$ cat src/rtl/pulse_seq_pkg.sv
package pulse_seq_pkg;
  // Gray-ordered encoding: every legal step flips one register bit.
  typedef enum logic [1:0] {
    ST_IDLE  = 2'b00,
    ST_PULSE = 2'b10,
    ST_GAP   = 2'b11,
    ST_HOLD  = 2'b01
  } pseq_state_e;
endpackage

$ cat src/rtl/pulse_seq_rst_sync.sv
module pulse_seq_rst_sync #(
  parameter int STAGES = 2
) (
  input  logic clk,
  input  logic rst_n,
  output logic rst_sync_n
);
  logic [STAGES-1:0] sync_q;

  always_ff @(posedge clk or negedge rst_n) begin
    if (!rst_n) sync_q <= '0;
    else        sync_q <= {sync_q[STAGES-2:0], 1'b1};
  end

  assign rst_sync_n = sync_q[STAGES-1];
endmodule

$ cat src/rtl/pulse_seq_next.sv
module pulse_seq_next
  import pulse_seq_pkg::*;
#(
  parameter bit MEALY = 1'b0
) (
  input  pseq_state_e cur_st,
  input  logic        start_i,
  input  logic        repeat_i,
  output pseq_state_e nxt_st
);
  logic loop_en;

  generate
    if (MEALY) begin : g_no_loop
      assign loop_en = 1'b0;
    end else begin : g_loop
      assign loop_en = repeat_i;
    end
  endgenerate

  always_comb begin
    nxt_st = cur_st;
    unique case (cur_st)
      ST_IDLE:  nxt_st = start_i ? ST_PULSE : ST_IDLE;
      ST_PULSE: nxt_st = ST_GAP;
      ST_GAP:   nxt_st = loop_en ? ST_PULSE : ST_HOLD;
      ST_HOLD:  nxt_st = start_i ? ST_HOLD : ST_IDLE;
      default:  nxt_st = ST_IDLE;
    endcase
  end
endmodule

$ cat src/rtl/pulse_seq_out.sv
module pulse_seq_out
  import pulse_seq_pkg::*;
#(
  parameter bit MEALY = 1'b0
) (
  input  logic        clk,
  input  pseq_state_e cur_st,
  output logic        pulse_o,
  output logic        active_o
);
  logic in_pulse;

  assign in_pulse = cur_st[1] & ~cur_st[0];
  assign active_o = cur_st[1] | cur_st[0];

  generate
    if (MEALY) begin : g_mealy
      assign pulse_o = in_pulse & ~clk;
    end else begin : g_moore
      assign pulse_o = in_pulse;
    end
  endgenerate
endmodule

$ cat src/rtl/pulse_seq_fsm.sv
module pulse_seq_fsm
  import pulse_seq_pkg::*;
#(
  parameter bit MEALY_OUT  = 1'b0,
  parameter int RST_STAGES = 2
) (
  input  logic clk,
  input  logic rst_n,
  input  logic start_i,
  input  logic repeat_i,
  output logic pulse_o,
  output logic active_o
);
  logic        rst_sync_n;
  pseq_state_e state_q;
  pseq_state_e state_d;

  pulse_seq_rst_sync #(.STAGES(RST_STAGES)) u_rst (
    .clk        (clk),
    .rst_n      (rst_n),
    .rst_sync_n (rst_sync_n)
  );

  pulse_seq_next #(.MEALY(MEALY_OUT)) u_next (
    .cur_st   (state_q),
    .start_i  (start_i),
    .repeat_i (repeat_i),
    .nxt_st   (state_d)
  );

  always_ff @(posedge clk or negedge rst_sync_n) begin
    if (!rst_sync_n) state_q <= ST_IDLE;
    else             state_q <= state_d;
  end

  pulse_seq_out #(.MEALY(MEALY_OUT)) u_out (
    .clk      (clk),
    .cur_st   (state_q),
    .pulse_o  (pulse_o),
    .active_o (active_o)
  );
endmodule

$ cat config.mk
export PLATFORM = sky130hd
export DESIGN_NAME = pulse_seq_fsm
export DESIGN_NICKNAME = d
export VERILOG_FILES = /design/src/rtl/pulse_seq_pkg.sv /design/src/rtl/pulse_seq_rst_sync.sv /design/src/rtl/pulse_seq_next.sv /design/src/rtl/pulse_seq_out.sv /design/src/rtl/pulse_seq_fsm.sv
export SDC_FILE = /design/constraint.sdc
export NUM_CORES = 1
export LEC_CHECK = 0
export BUFFER_PORTS_ARGS = -buffer_cell sky130_fd_sc_hd__buf_2
export CORE_AREA = 2 2 39 41
export DETAILED_ROUTE_END_ITERATION = 8
export DIE_AREA = 0 0 41 43
export RECOVER_POWER = 100
export SLEW_MARGIN = 10
export SYNTH_ARGS = -nofsm -noshare
export SYNTH_HDL_FRONTEND = slang
export SYNTH_SLANG_ARGS = --single-unit
$ cat constraint.sdc
create_clock -name clk -period 1.85 [get_ports clk]
set_input_delay 0.37 -clock clk [delete_from_list [all_inputs] [get_ports clk]]
set_output_delay 0.37 -clock clk [all_outputs]
set_load 0.05 [all_outputs]
==> impl_results.md, run 1 <==
- Result of the run: finished clean
- Pre-CTS setup slack: approximately 600 ps
- Synth Area in Adders: 0
- Post-Syn Area per Cell: around 12 µm²
- CTS sink count: 4
- Root Buffer: clkbuf_4
- Max stage delay cell, worst path: dfrtp_1
- DRC violations left: 0
- RSZ-0062 raised after global routing: no
- Psw: around 0.00016 W
- Pwr/cell area: around 1800 nW/µm²
- FMAX: 654 MHz
- FP Rows: 14
- Global-route wire length before repair: about 400 µm
- Core area: 1380 µm²
- Critical Path, Cell by Cell: or2_2 > clkbuf_2
- Layout cells sized above 1: 0.429
- H-tree depth: 1
- Remaining global-route overflow: 0
- Final instance area: 225 µm²
- Largest net degree at the start of global routing: 7
- Vias in the first global route: approximately 110
- Pre-antenna DRT Iters: 4
- Post-DRT Antenna Nets: 0
- Part of the power in combinational logic: 0.390
- Initial DRC count: 6
- Clock buffer depth: 2
- Setup TNS: 0 ps
- Clk pwr share: 0.259
- CTS tree: done
- GRT Resource Usage Total: 0.0423
- Non-filler cells, final: 37
- Crit path arrival time: roughly 1200 ps
- Switching share of power: 0.407
- Crit path max fanout: 5
- # port buffers: 5
- Clock edge transition at the registers on the reported setup and hold paths: 40 ps
- Total CTS buffers: 3
- Post-synthesis simple-gate area fraction: 0.143
- Area grow syn2layout: 51.3%
- YS warnings: 0
- Final-report hold violation count: 0
- CP required: roughly 1500 ps
- Slowest Stage Delay on Critical Path: roughly 400 ps
- CP Launch Type: register
- Leakage power total: 0.104 nW
- Crit. End Element: output pin
- Peak supply drop: between 0.7 and 0.8 mV
- Final Max Slew Viols: 0
- Post-synthesis cell area: approximately 150 µm²
- Final critical-path setup slack: ~320 ps
- Count of state elements after synthesis: 4
- Placed insts: 33
- Sequential share of the synthesized area: 0.672
- Xor/xnor share of the synthesized area: 0
- NumNets Final: 27
- Fill count: 151
- Mux share of post-synthesis cell area: 0
- Wire per inst: between 6 and 7 µm
- RR Endpoint: state_q[1]
- Initial Utilization: 0.108
- Die H: around 43 µm
- Via Count: about 110
- Die Span X: about 41 µm
- Cts repair resizes: 0
- Reg2reg start: state_q[0]
- Critical path type: register to output pin
- Die outline area: between 1500 and 2000 µm²
- Setup violators final: 0
- Routability cong.: just over 0.5
- Placed cell areas: 194 µm²
- P_int: roughly 0.00024 W
- Clock Latency Late Sink: between 200 and 250 ps
- Initial antenna violation count: 0
- Worst hold path class: register to async pin
- Synth Area in Compound Gates: 0.134
- Final WL: around 230 µm
- Largest family of logic cells by synthesized area: simple AND/OR/NAND/NOR gates
- R2R setup slack: around 1000 ps
- Post-DR vias/cell: around 3.1
- Fin util: 0.163
- Post-DP HPWL: approximately 160 µm
- Flop pwr share: 0.351
- Final period util: 0.826
- Top Ports: 6
- Syn Inst Count: 12
- Commonest non-fill, non-tap cells in the layout: dfrtp_1, clkbuf_4, buf_2, clkbuf_2
- Worst clock skew: 1.67 ps
- Post-Syn Nets: 16
- Distinct cell type count after synthesis: 9
- Tmin final: 1530 ps
- FF-to-FF path depth: 2
- Max-Cap Viols: 0
- Diodes inserted: 0
- Commonest non-fill, non-tap cell in the layout: dfrtp_1
-- final cells by class --
| type | instances | area [µm²] | share of cell area |
|---|---|---|---|
| Sequential cell | 4 | 100 | 0.444 |
| Multi-Input combinational cell | 7 | 45.0 | 0.200 |
| Timing Repair Buffer | 6 | 33.8 | 0.150 |
| Clock buffer | 3 | 22.5 | 0.100 |
| Tap cell | 16 | 20.0 | 0.0889 |
| Inverter | 1 | 3.75 | 0.0167 |
-- cell families after synthesis --
| kind of cell | after synthesis |
|---|---|
| AO/OA/AOI/OAI | 3 |
| flip-flops | 4 |
| buffers and inverters | 1 |
| other | 1 |
| AND/OR/NAND/NOR | 3 |
-- worst max-delay path, delay by kind of cell, from the launching register on --
kind	cells	cell delay [ps]
DFF	1	400
buffers and inverters	1	230
and+or+nand+nor	1	300
-- through the flow --
stage / total power, W / hold slack [ps]
floorplan: 0.000267 / 11.1
global placement: 0.000295 / 15.4
detailed placement: 0.000299 / 20.0
CTS: 0.000408 / 24.0
global route: 0.000443 / 35.4
finish: 0.000401 / 19.2
-- state kept, by name (all words and copies together), names as in the netlist --
register and flops:
u_rst.sync_q 2, state_q 2
-- per-layer routing --
layer  GRT usage  up-vias  wire, µm  part of all wire
met3      0.0628        0        42              0.19
li1            -       59         -                 -
met2      0.0500        8        77              0.34
met4      0.0200        0         0                 0
met1      0.0357       47       106              0.47
met5           0        -         0                 0
-- power groups by stage --
stage | logic (W) | clock network [W] | registers [W]
after floorplan | 0.000130 | 0 | 0.000137
after global placement | 0.000156 | 0 | 0.000140
after detailed placement | 0.000156 | 0 | 0.000143
after CTS | 0.000158 | 0.000108 | 0.000142
after global routing | 0.000174 | 0.000122 | 0.000147
final | 0.000156 | 0.000104 | 0.000141
-- worst max-delay path by stage --
stage / from / endpoint / slack (ps) / cells past startpoint
6_report: state_q[1] / active_o / 320 / 2
5_1_grt: state_q[1] / active_o / 260 / 2
4_1_cts: state_q[0] / active_o / 340 / 2
3_5_place_dp: state_q[0] / active_o / 580 / 2
3_3_place_gp: state_q[0] / active_o / 590 / 2
2_1_floorplan: state_q[0] / active_o / 670 / 1
-- Yosys cell counts --
master / count / area, µm²
a22o_1: 1 / 8.76
a31oi_1: 1 / 6.26
conb_1: 1 / 3.75
inv_2: 1 / 3.75
nand2b_1: 1 / 6.26
and2b_2: 1 / 8.76
or2_2: 1 / 6.26
dfrtp_1: 4 / 100
a21oi_1: 1 / 5.00
-- timing repair --
item                                   CTS  global route
buffers inserted                         0             0
endpoints found under the hold margin    2             0
hold buffers                             1             0
Power figures use the tool's default switching activity.
==> run 2, diff against run 1 <==
clock period = 1.45 ns   (was 1.85 ns; I/O delays follow)
==> impl_results.md, run 2 (synthesized netlist as in run 1, its figures left out) <==
- Root Buffer: clkbuf_4
- Crit path arrival time: 1090 ps (-70 ps)
- Placed insts: 33 (unchanged)
- Result of the run: finished clean
- H-tree depth: 1 (unchanged)
- Regs by FF count: state_q: 2 flops, u_rst.sync_q: 2 flops
- Final period util: 0.955
- Core area: 1380 µm² (unchanged)
- Clock buffer depth: 2 (unchanged)
- Area grow syn2layout: 58.0%
- Crit path max fanout: 6 (+1)
- Global-route wire length before repair: 393 µm (-1.8%)
- Via Count: 111 (-2.6%)
- Post-DP HPWL: 168 µm (+2.6%)
- Hold Slack: 18.4 ps (-0.820 ps)
- Post-DR vias/cell: 3.00 (-2.6%)
- Reg2reg start: state_q[0]
- Routability cong.: 0.509 (-0.95%)
- Wire per inst: 6.08 µm (-0.44%)
- Final instance area: 235 µm² (+4.4%)
- Worst hold path class: register to async pin
- Crit. End Element: output pin
- Largest net degree at the start of global routing: 7 (unchanged)
- RSZ-0062 raised after global routing: no
- Pwr Total: 0.000542 W (+35%)
- CTS tree: done
- Non-filler cells, final: 37 (unchanged)
- NumNets Final: 27 (unchanged)
- CP Launch Type: register
- FMAX: 722 MHz
- Vias in the first global route: 101 (-9.0%)
- CTS sink count: 4 (unchanged)
- Placed cell areas: 194 µm² (unchanged)
- Pwr/cell area: 2300 nW/µm² (+29%)
- CP required: 1160 ps (-320 ps)
- Critical path type: register to output pin
- Leakage power total: 0.108 nW (+4.3%)
- # port buffers: 5 (unchanged)
- Clock edge transition at the registers on the reported setup and hold paths: 30 ps (about the same)
- FF-to-FF path depth: 2 (unchanged)
- Diodes inserted: 0 (unchanged)
- Top Ports: 6 (unchanged)
- Initial Utilization: 0.108 (unchanged)
- Post-CTS Setup Repair Bufs: 0 (unchanged)
- Total CTS buffers: 3 (unchanged)
- Remaining global-route overflow: 0 (unchanged)
- Post-DRT Antenna Nets: 0 (unchanged)
- Worst clock skew: 1.10 ps (-0.578 ps)
- Tmin final: 1380 ps
- Initial antenna violation count: 0 (unchanged)
- Final-report hold violation count: 0 (unchanged)
- DRC violations left: 0 (unchanged)
- FP Rows: 14 (unchanged)
- Final Max Slew Viols: 0 (unchanged)
- Fill count: 157 (+4.0%)
- Commonest non-fill, non-tap cells in the layout: clkbuf_4, dfrtp_1, buf_2
- Pre-antenna DRT Iters: 2 (-2)
- Final WL: 225 µm (-0.44%)
- Commonest non-fill, non-tap cell in the layout: clkbuf_4
- GRT Resource Usage Total: 0.0424 (+0.0000854)
- Layout cells sized above 1: 0.524 (+0.0952)
- Setup violators final: 0 (unchanged)
- R2R setup slack: 690 ps (-330 ps)
- Clock Latency Late Sink: 230 ps (about the same)
- Setup TNS: 0 ps (unchanged)
- Max-Cap Viols: 0 (unchanged)
- Die outline area: 1760 µm² (unchanged)
- RR Endpoint: state_q[1]
- Die H: 43 µm (unchanged)
- Initial DRC count: 2 (-4)
- Peak supply drop: 0.643 mV (-15%)
- Die Span X: 41 µm (unchanged)
## run 2: final cells by class
type	count	area, µm²	area share
Inverter	1	3.75	0.0160
Timing Repair Buffer	6	42.5	0.181
Tap cell	16	20.0	0.0851
Sequential cell	4	101	0.431
Clock buffer	3	22.5	0.0957
Multi-Input combinational cell	7	45.0	0.191
## run 2: worst max path at each step
stage	start	end	slack, ps
floorplan	state_q[0]	active_o	350
global placement	state_q[0]	active_o	270
detailed placement	state_q[0]	active_o	260
CTS	state_q[0]	active_o	10
global route	state_q[1]	active_o	10
finish	state_q[0]	active_o	70
## run 2: power breakdown
group / internal (W) / switching, W / leakage [nW]
sequential: 0.000147 / 0.0000365 / 0.0454
clock: 0.0000921 / 0.0000388 / 0.0138
combinational: 0.0000915 / 0.000136 / 0.0491
## run 2: repair_timing
item	CTS	global route
endpoints found under the setup margin	0	2
gates resized for setup	0	5
hold buffers	1	0
endpoints found under the hold margin	2	0
## run 2: critical path, cell delays in order (launching register included)
cell and delay, ps:
dfrtp_2 420, or2_2 290, buf_6 160
## run 2: metrics by stage
step | worst slack (ps) | util
2_1_floorplan | 348 | -
3_3_place_gp | 274 | 0.140
3_5_place_dp | 264 | 0.140
4_1_cts | 12.2 | 0.164
5_1_grt | 12.4 | 0.170
6_report | 65.9 | 0.170
## run 2: metal layers
layer	wire, µm	up-vias	GRT usage
met3	30	0	0.0628
met2	79	6	0.0344
met1	115	48	0.0425
met4	0	0	0.0400
met5	0	-	0
li1	-	57	-
